### src/rtl/fpctl_pkg.sv
package fpctl_pkg;

  localparam int unsigned WORD_W = 64;
  localparam int unsigned IMG_W  = 32;
  localparam int unsigned N_EXC  = 5;
  localparam int unsigned RM_W   = 2;

  // Image bit positions (software-visible layout)
  localparam int unsigned P_DENORM_IN = 16;
  localparam int unsigned P_UF_ZERO   = 28;
  localparam int unsigned P_RM_LO     = 26;

  // Disable bit per class: invalid, div-zero, overflow, underflow, inexact
  localparam int unsigned DIS_POS [N_EXC] = '{17, 18, 19, 29, 30};
  localparam int unsigned IDX_UNDERFLOW = 3;

  // Encoded rounding modes delivered to the arithmetic unit
  typedef enum logic [RM_W-1:0] {
    RM_NEAREST = 2'd0,
    RM_ZERO    = 2'd1,
    RM_DOWN    = 2'd2,
    RM_UP      = 2'd3
  } rmode_e;

  typedef struct packed {
    rmode_e           rmode;
    logic [N_EXC-1:0] traps;
    logic             dnz;
    logic             ftz;
  } side_t;

endpackage

### src/rtl/fpctl_image_reg.sv
module fpctl_image_reg #(
  parameter int unsigned WORD_W = 64,
  parameter int unsigned IMG_W  = 32
) (
  input  logic              clk,
  input  logic              rst,
  input  logic              wr_en,
  input  logic [WORD_W-1:0] wr_data,
  output logic [IMG_W-1:0]  img,
  output logic [WORD_W-1:0] rd_data
);
  localparam int unsigned IMG_LSB = WORD_W - IMG_W;

  logic [IMG_W-1:0] img_q;

  always_ff @(posedge clk) begin
    if (rst)        img_q <= '0;
    else if (wr_en) img_q <= wr_data[WORD_W-1:IMG_LSB];
  end

  assign img     = img_q;
  assign rd_data = {img_q, {IMG_LSB{1'b0}}};
endmodule

### src/rtl/fpctl_round_map.sv
module fpctl_round_map
  import fpctl_pkg::*;
(
  input  logic [RM_W-1:0] field,
  output rmode_e          mode
);
  // Field: 0 chopped, 1 minus, 2 normal, 3 plus
  always_comb begin
    unique case (field)
      2'd0:    mode = RM_ZERO;
      2'd1:    mode = RM_DOWN;
      2'd2:    mode = RM_NEAREST;
      default: mode = RM_UP;
    endcase
  end
endmodule

### src/rtl/fpctl_side_decode.sv
module fpctl_side_decode
  import fpctl_pkg::*;
#(
  parameter int unsigned IMG_W = 32
) (
  input  logic [IMG_W-1:0] img,
  output side_t            side
);
  rmode_e           rm;
  logic [N_EXC-1:0] tr;

  fpctl_round_map u_rmap (
    .field (img[P_RM_LO +: RM_W]),
    .mode  (rm)
  );

  for (genvar g = 0; g < N_EXC; g++) begin : g_trap
    assign tr[g] = ~img[DIS_POS[g]];
  end

  always_comb begin
    side.rmode = rm;
    side.traps = tr;
    side.dnz   = img[P_DENORM_IN];
    side.ftz   = img[DIS_POS[IDX_UNDERFLOW]] & img[P_UF_ZERO];
  end
endmodule

### src/rtl/fpctl_decoder.sv
module fpctl_decoder
  import fpctl_pkg::*;
#(
  parameter int unsigned P_WORD_W = WORD_W,
  parameter int unsigned P_IMG_W  = IMG_W
) (
  input  logic                clk,
  input  logic                rst,
  input  logic                wr_en,
  input  logic [P_WORD_W-1:0] wr_data,
  output logic [P_WORD_W-1:0] rd_data,
  output logic [RM_W-1:0]     round_mode,
  output logic [N_EXC-1:0]    trap_en,
  output logic                flush_denorm_in,
  output logic                flush_result
);
  localparam int unsigned IMG_LSB = P_WORD_W - P_IMG_W;
  localparam side_t SIDE_RST = '{rmode: RM_ZERO, traps: {N_EXC{1'b1}},
                                 dnz: 1'b0, ftz: 1'b0};

  logic [P_IMG_W-1:0] img;
  side_t              side_nxt, side_q;

  fpctl_image_reg #(.WORD_W(P_WORD_W), .IMG_W(P_IMG_W)) u_img (
    .clk     (clk),
    .rst     (rst),
    .wr_en   (wr_en),
    .wr_data (wr_data),
    .img     (img),
    .rd_data (rd_data)
  );

  // Decode the incoming image so the side-band updates with the store
  fpctl_side_decode #(.IMG_W(P_IMG_W)) u_dec (
    .img  (wr_data[P_WORD_W-1:IMG_LSB]),
    .side (side_nxt)
  );

  always_ff @(posedge clk) begin
    if (rst)        side_q <= SIDE_RST;
    else if (wr_en) side_q <= side_nxt;
  end

  assign round_mode      = side_q.rmode;
  assign trap_en         = side_q.traps;
  assign flush_denorm_in = side_q.dnz;
  assign flush_result    = side_q.ftz;

  logic unused_img;
  assign unused_img = ^img;
endmodule

### config.mk
export PLATFORM = sky130hd
export DESIGN_NAME = fpctl_decoder
export DESIGN_NICKNAME = d
export VERILOG_FILES = /design/src/rtl/fpctl_pkg.sv /design/src/rtl/fpctl_image_reg.sv /design/src/rtl/fpctl_round_map.sv /design/src/rtl/fpctl_side_decode.sv /design/src/rtl/fpctl_decoder.sv
export SDC_FILE = /design/constraint.sdc
export NUM_CORES = 1
export LEC_CHECK = 0
export BUFFER_PORTS_ARGS = -buffer_cell sky130_fd_sc_hd__buf_2
export CELL_PAD_IN_SITES_DETAIL_PLACEMENT = 0
export CELL_PAD_IN_SITES_GLOBAL_PLACEMENT = 1
export CORE_AREA = 2 2 85 87
export DETAILED_ROUTE_END_ITERATION = 6
export DIE_AREA = 0 0 87 89
export PLACE_DENSITY = 0.85
export SYNTH_ARGS = -nofsm -noshare
export SYNTH_HDL_FRONTEND = slang
export SYNTH_HIERARCHICAL = 1
export SYNTH_SLANG_ARGS = --single-unit
### constraint.sdc
create_clock -name clk -period 1.5 [get_ports clk]
set_clock_uncertainty 0.15 [all_clocks]
set_input_delay 0.15 -clock clk [delete_from_list [all_inputs] [get_ports clk]]
set_output_delay 0.15 -clock clk [all_outputs]
set_load 0.03 [all_outputs]
* After elaboration in Yosys (flattened, before gate mapping)
Cells that the tools add are included.
Storage, ports and cells: register bits after elaboration 41, output and inout bits 73
Cells by class: reduce and logical (&&, ||, !) cells 1, bitwise operators 6, mux-type cells 1, eq/ne operators 2
Operator list (number):
- one-hot mux 2 bit (3 select lines) | 1
- NOT 1 bit | 5
- == test 2 x 1 -> 1 bit (second input constant) | 1
- == test 2 bit (second input constant) | 1
- logical NOT 2 bit | 1
- AND 1 bit | 1

* Logic depth before layout (Yosys ltp)
Gate-level depths: netlist of run 1.
depth after elaboration 2, gate-level depth with buffers 5, depth with buffers taken out 5

* Modules after synthesis
Netlist of run 1, hierarchy kept.
Modules (own cells, without submodules):
- fpctl_image_reg | sequential area each 640.6 sq um, times used 1, cells each 168, area an instance 1647.8 sq um
- fpctl_decoder | sequential area each 180.2 sq um, times used 1, cells each 29, area an instance 335.3 sq um
- fpctl_round_map | sequential area each 0.0 sq um, times used 1, cells each 4, area an instance 35.0 sq um
- fpctl_side_decode | sequential area each 0.0 sq um, times used 1, cells each 7, area an instance 32.5 sq um

* Least setup slack after synthesis of run 1
Ideal clock, no wire load.
path type register -> register, start point register trap_en[3] (netlist name), end point register side_q (netlist bit trap_en[3]), stages on the path, launching flop included 3, library setup time 0.120 ns, period minus slack after synthesis 1.063 ns, arrival time 0.793 ns, required time 1.230 ns, path buffers 0, setup slack 0.437 ns, path through dfxtp_1 nor2b_1 a211o_2
RTL lines:
- end signal: assignment | line fpctl_decoder.sv:41 | else if (wr_en) side_q <= side_nxt;
- end: declaration | line fpctl_decoder.sv:22 | side_t side_nxt, side_q;

==> summary.md, run 1 <==
| Metric | Value |
|---|---|
| Status | `completed` |
| Vias | `about 1400` |
| Area contributors post-synth | `dfxtp_1 40%, buf_4 24%, mux2i_1 17%, nor2_1 6.4%, buf_12 2.9%` |
| Synth async-reset ratio | `0%` |
| NumNets Final | `349` |
| M1 GR Usage | `between 10% and 20%` |
| R2R setup slack | `540 ps` |
| Seq cells post-synth | `41` |
| Post-Syn Instances | `roughly 210` |
| Drt total wl | `a little under 4 mm` |
| # clock sinks | `~40` |
| Slowest-stage cell, CP | `dlygate4sd3_1` |
| Area leader, netlist | `dfxtp_1` |
| Hold violation count in the final report | `0` |
| Die area | `~0.0077 mm²` |
| Critical Path End Type | `flop` |
| Global Route Usage Sum | `9.80%` |
| Drt drc | `0` |
| Std cell rows | `30` |
| Cell depth of the worst setup path | `6` |
| Most frequent cells in the layout | `75 x buf_2, 41 x dfxtp_1, 35 x mux2i_1, 35 x nor2_1, 32 x conb_1` |
| Synth unique cells | `17` |
| Setup repair bufs after CTS | `0` |
| DRT iter0 DRCs | `24` |
| Measured slew at the worst slew-check pin | `between 700 and 800 ps` |
| Vias in the first global route | `roughly 1300` |
| Top Family by Delay on Critical Path | `buffers and inverters` |
| Worst-path clk slew | `~70 ps` |
| Startpoint types | `input pin` |
| CP max FO | `3` |
| P_leak | `around 0.0013 µW` |
| Headroom to the max-slew limit | `between 40% and 50%` |
| Detail Route Antenna Nets | `0` |
| Final Wtd Congestion | `between 0.6 and 0.7` |
| Max Freq | `between 700 and 800 MHz` |
| Final setup violation count | `0` |
| Sequential area share after synthesis | `between 40% and 50%` |
| CP Class | `in2reg` |
| Clk Tree Root Cell | `clkbuf_8` |
| Total Power | `2680 µW` |
| Synthesis Warnings | `6` |
| Avg Inst Size Synth | `about 9.9 µm²` |
| Largest stage delay, worst path | `530 ps` |
| Commonest non-fill, non-tap cell in the layout | `buf_2` |
| Period utilization | `~93%` |
| CP required | `about 1500 ps` |
| Die Height | `roughly 90 µm` |
| FF-to-FF Start | `trap_en[4]` |
| Reg2reg path depth | `2` |
| GR Layer Usage met3 | `2.95%` |
| DP HPWL | `2.39 mm` |
| First-pass GRT wire length | `slightly below 6 mm` |
| Io pins | `140` |
| WHS Path Cells | `3` |
| Die span in x | `just under 90 µm` |
| Initial antenna violation count | `0` |
| WL per Instance | `around 11 µm` |
| Hold path endpoint | `u_img/img[26]` |
| GR peak layer | `met2` |
| Core area | `between 0.006 and 0.007 mm²` |
| Power Dens Cells | `approximately 1100 mW/mm²` |
| Port Buf Inserts | `75` |
| N_diodes | `0` |
| Largest net degree at the start of global routing | `42` |
| Number of synthesized flops with an enable pin | `0` |
| FF/Latch Area | `roughly 820 µm²` |
| Buf+Inv Stages, Crit Path | `2` |
| Syn-to-layout area delta | `23.1%` |
| Layout cell share with drive strength beyond 1 | `32.0%` |
| Setup_tns | `0 ps` |
| Top cell type's share of synthesized area | `40.0%` |
| Post-layout util | `37.6%` |
| Met2 usage | `between 10% and 20%` |
| Max-cap violations | `0` |
| Hold Crit Start | `wr_data[58]` |
| TritonCTS clock tree | `yes` |
| CP Cell Sequence | `dlygate4sd3_1 -> buf_2 -> ha_1 -> or2_1 -> mux2i_1 -> nor2_1` |
| Worst hold path type | `in2reg` |
| Ys flop type | `dfxtp_1` |
| Minimum clock period | `about 1400 ps` |
| Post-synthesis cell area | `0.00205 mm²` |
| CTS Buf Count | `5` |
| Clock tree buffer depth | `2` |
| VDD IR max | `about 0.4 mV` |
| Clock latency on the worst-skew pair | `280 ps` |
| RSZ-0062 raised after global routing | `false` |
| Critical path arrival | `approximately 1400 ps` |
| Drt first pass iters | `4` |
| Footprint of the multi-input gates | `738 µm²` |
| Slew Limit Fails | `0` |
| FILL cells | `between 600 and 700` |
| Vias per cell | `approximately 4` |
| Initial core utilization | `30.5%` |
| H-tree depth | `2` |
| Reg-to-reg endpoint | `trap_en[4]` |
| Gr ovfl total | `0` |
## logic make-up (layout without fill, tap and decap cells)
family	after synthesis	count (layout)	share of synthesized area, %
buffers and inverters	80	122	29.7
and+or+nand+nor	43	43	8.97
DFF	41	41	40.0
muxes	35	35	17.1
AOI/OAI and AO/OA	6	6	2.87
adders and majority gates	2	2	1.22
other	1	32	0.183
## per-layer routing
layer,vias up,wire (µm)
li1,710,-
met1,627,1640
met2,68,1920
met3,7,252
met4,0,83
met5,-,0
## cells in the mapped netlist, types with 2 or more instances
master,instances
a211o_2,5
buf_12,3
buf_4,65
buf_6,2
clkbuf_1,3
dfxtp_1,41
ha_1,2
inv_1,6
mux2i_1,35
nor2_1,35
nor2b_1,5
## power by group
group	switching, µW	total, µW	internal [µW]
logic	378	589	211
registers	30.5	1190	1150
clock network	359	902	542
## registers in the layout, summed over array words and instances, names as in the netlist
register         cells
flush_denorm_in      1
trap_en              5
round_mode           2
u_img/img           32
flush_result         1
## worst min-delay path, cell delays in order
cell and delay [ps]:
buf_2 110, mux2i_1 70, nor2_1 90
## repair_timing
action	4_1_cts	5_1_grt
hold buffers	31	0
resized for setup	0	0
hold endpoints to repair	35	0
## how the worst max path moves through the flow
stage,from,endpoint,slack [ps]
after floorplan,trap_en[3],trap_en[3],440
after global placement,wr_en,u_img/img[24],290
after global routing,wr_data[59],round_mode[1],50
after CTS,wr_data[59],round_mode[1],120
final,wr_data[59],round_mode[1],110
after detailed placement,wr_en,u_img/img[4],250
## final cells by class
cell class | instances | share of cell area (%)
Inverter | 6 | 0.892
Timing Repair Buffer | 108 | 28.8
Tap cell | 80 | 3.97
Clock inverter | 1 | 1.19
Clock buffer | 7 | 3.42
Multi-Input combinational cell | 118 | 29.3
Sequential cell | 41 | 32.5
## stage by stage
step | instance area, µm² | setup WS, ps | hold slack [ps] | cells
final | 2520 | 106 | 23.8 | 361
after global routing | 2520 | 52.1 | 36.8 | 361
after CTS | 2520 | 123 | 12.4 | 361
after detailed placement | 2100 | 250 | 245 | 322
after global placement | 2100 | 292 | 234 | 322
after floorplan | 2170 | 437 | 72.4 | 239
Power figures use the tool's default switching activity.
==> run 2, diff against run 1 <==
--- a/config.mk
+++ b/config.mk
@@ -8,10 +8,10 @@
 export BUFFER_PORTS_ARGS = -buffer_cell sky130_fd_sc_hd__buf_2
 export CELL_PAD_IN_SITES_DETAIL_PLACEMENT = 0
 export CELL_PAD_IN_SITES_GLOBAL_PLACEMENT = 1
-export CORE_AREA = 2 2 85 87
+export CORE_AREA = 2 2 88 90
 export DETAILED_ROUTE_END_ITERATION = 6
-export DIE_AREA = 0 0 87 89
-export PLACE_DENSITY = 0.85
+export DIE_AREA = 0 0 90 92
+export PLACE_DENSITY = 0.81
 export SYNTH_ARGS = -nofsm -noshare
 export SYNTH_HDL_FRONTEND = slang
 export SYNTH_HIERARCHICAL = 1
==> constraint.sdc (replaced) <==
create_clock -name clk -period 1.3 [get_ports clk]
set_clock_uncertainty 0.15 [all_clocks]
set_input_delay 0.13 -clock clk [delete_from_list [all_inputs] [get_ports clk]]
set_output_delay 0.13 -clock clk [all_outputs]
set_load 0.05 [all_outputs]
==> summary.md, run 2 (synthesis results as in run 1) <==
| Metric | Value |
|---|---|
| Largest register FFs | `32 (unchanged)` |
| Io pins | `140 (unchanged)` |
| CTS Buf Count | `5 (unchanged)` |
| Setup repair bufs after CTS | `0 (unchanged)` |
| Initial core utilization | `27.5% (-3.0 points)` |
| Reg-to-reg endpoint | `trap_en[4]` |
| WHS Path Cells | `3 (unchanged)` |
| Gr ovfl total | `0 (unchanged)` |
| Commonest non-fill, non-tap cell in the layout | `buf_2` |
| Syn-to-layout area delta | `26.9%` |
| Fin Hold WS | `69.9 ps (+46.1 ps)` |
| Vias | `1448 (+2.5%)` |
| Power Dens Cells | `1340 mW/mm² (+27%)` |
| Initial antenna violation count | `0 (unchanged)` |
| Largest net degree at the start of global routing | `42 (unchanged)` |
| Core area | `0.00745 mm² (+11%)` |
| Die span in x | `90 µm (+3.4%)` |
| DP HPWL | `2.43 mm (+1.6%)` |
| Detail Route Antenna Nets | `0 (unchanged)` |
| Die Height | `92 µm (+3.4%)` |
| H-tree depth | `2 (unchanged)` |
| # clock sinks | `41 (unchanged)` |
| Post-CTS sizing | `0 (unchanged)` |
| Top Family by Delay on Critical Path | `flip-flops` |
| Clk Tree Root Cell | `clkbuf_8` |
| Worst hold path type | `in2reg` |
| Max-cap violations | `0 (unchanged)` |
| DRT iter0 DRCs | `29 (+21%)` |
| Hold violation count in the final report | `0 (unchanged)` |
| CP required | `1020 ps (-480 ps)` |
| Drt first pass iters | `4 (unchanged)` |
| N_diodes | `0 (unchanged)` |
| TritonCTS clock tree | `yes` |
| Buf+Inv Stages, Crit Path | `1 (-1)` |
| Port Buf Inserts | `75 (unchanged)` |
| WL per Instance | `10.4 µm (-3.5%)` |
| Final Wtd Congestion | `0.633 (+3.5%)` |
| CP Cell Sequence | `buf_2` |
| P_leak | `0.00136 µW (+1.8%)` |
| Hold Crit Start | `wr_data[58]` |
| Drt total wl | `4.01 mm (+3.0%)` |
| First-pass GRT wire length | `6.43 mm (+7.9%)` |
| Vias per cell | `3.76 (-3.8%)` |
| Clock tree buffer depth | `2 (unchanged)` |
| Worst-path clk slew | `90 ps (+20 ps)` |
| Reg2reg path depth | `2 (unchanged)` |
| Critical Path End Type | `output port` |
| Final setup violation count | `0 (unchanged)` |
| Slowest-stage cell, CP | `dfxtp_1` |
| Period utilization | `91.5%` |
| Largest stage delay, worst path | `350 ps (-180 ps)` |
| Critical path arrival | `910 ps (-480 ps)` |
| Std cell rows | `32 (+6.7%)` |
| Minimum clock period | `roughly 1200 ps` |
| Slew Limit Fails | `0 (unchanged)` |
| Clock latency on the worst-skew pair | `290 ps (about the same)` |
| Most frequent cells in the layout | `75 x buf_2, 41 x dfxtp_1, 35 x mux2i_1, 35 x nor2_1` |
| Layout cell share with drive strength beyond 1 | `32.5% (+0.48 points)` |
| NumNets Final | `351 (+0.57%)` |
| Global Route Usage Sum | `9.78% (-0.019 points)` |
| Setup_tns | `0 ps (unchanged)` |
| VDD IR max | `0.465 mV (+17%)` |
| Max Freq | `840 MHz` |
| Hold buffers post-CTS | `32 (+3.2%)` |
| Drt drc | `0 (unchanged)` |
| FF-to-FF Start | `trap_en[4]` |
| Die area | `0.00828 mm² (+6.9%)` |
| Vias in the first global route | `1350 (+0.15%)` |
| RSZ-0062 raised after global routing | `false` |
| Startpoint types | `flop` |
| R2R setup slack | `330 ps (-210 ps)` |
| Hold path endpoint | `round_mode[0]` |
| CP Class | `reg2out` |
| CP max FO | `2 (-1)` |
| Status | `completed` |
==> run 2: layout make-up <==
type,instances,area [µm²]
multi-input cells,118,738
clock buffers,5,68.8
flip-flops and latches,41,821
clock inverters,3,68.8
well taps,102,128
inverters,6,22.5
repair buffers,110,756
fillers,785,4840
==> run 2: worst max path at each step <==
stage / slack, ps / startpoint / end / cells after the start
6_report: 110 / round_mode[1] / round_mode[1] / 1
2_1_floorplan: 130 / trap_en[3] / trap_en[3] / 2
5_1_grt: 40 / trap_en[3] / trap_en[3] / 1
3_3_place_gp: 190 / wr_en / trap_en[3] / 4
4_1_cts: 90 / round_mode[1] / round_mode[1] / 1
3_5_place_dp: 160 / wr_en / trap_en[4] / 4
==> run 2: per-stage QoR <==
| step | util [%] | area (µm²) | power, µW | worst slack [ps] | instances |
|---|---|---|---|---|---|
| floorplan | - | 2170 | 2210 | 131 | 239 |
| global placement | 28.8 | 2140 | 2190 | 194 | 345 |
| detailed placement | 28.8 | 2140 | 2210 | 163 | 345 |
| CTS | 34.9 | 2600 | 3560 | 90.5 | 385 |
| global route | 34.9 | 2600 | 3670 | 42.9 | 385 |
| finish | 34.9 | 2600 | 3490 | 110 | 385 |
==> run 2: worst reg2reg max path, delay by kind of cell, from the launching register on <==
| family | cells | cell delay, ps |
|---|---|---|
| flops | 1 | 320 |
| compound gates | 1 | 270 |
| simple gates | 1 | 120 |
==> run 2: routing by layer <==
metal  part of all wire [%]  vias up  global-route usage (%)
met4                    1.7        0                    4.23
met1                     40      668                    10.1
met3                    5.8        6                    2.30
li1                       -      708                       -
met2                     52       66                    18.7
met5                      0        -                       0
==> run 2: report_power, final <==
group	total (µW)	switching, µW	internal, µW
Sequential	1370	34.7	1330
Combinational	885	633	252
Clock	1240	469	773
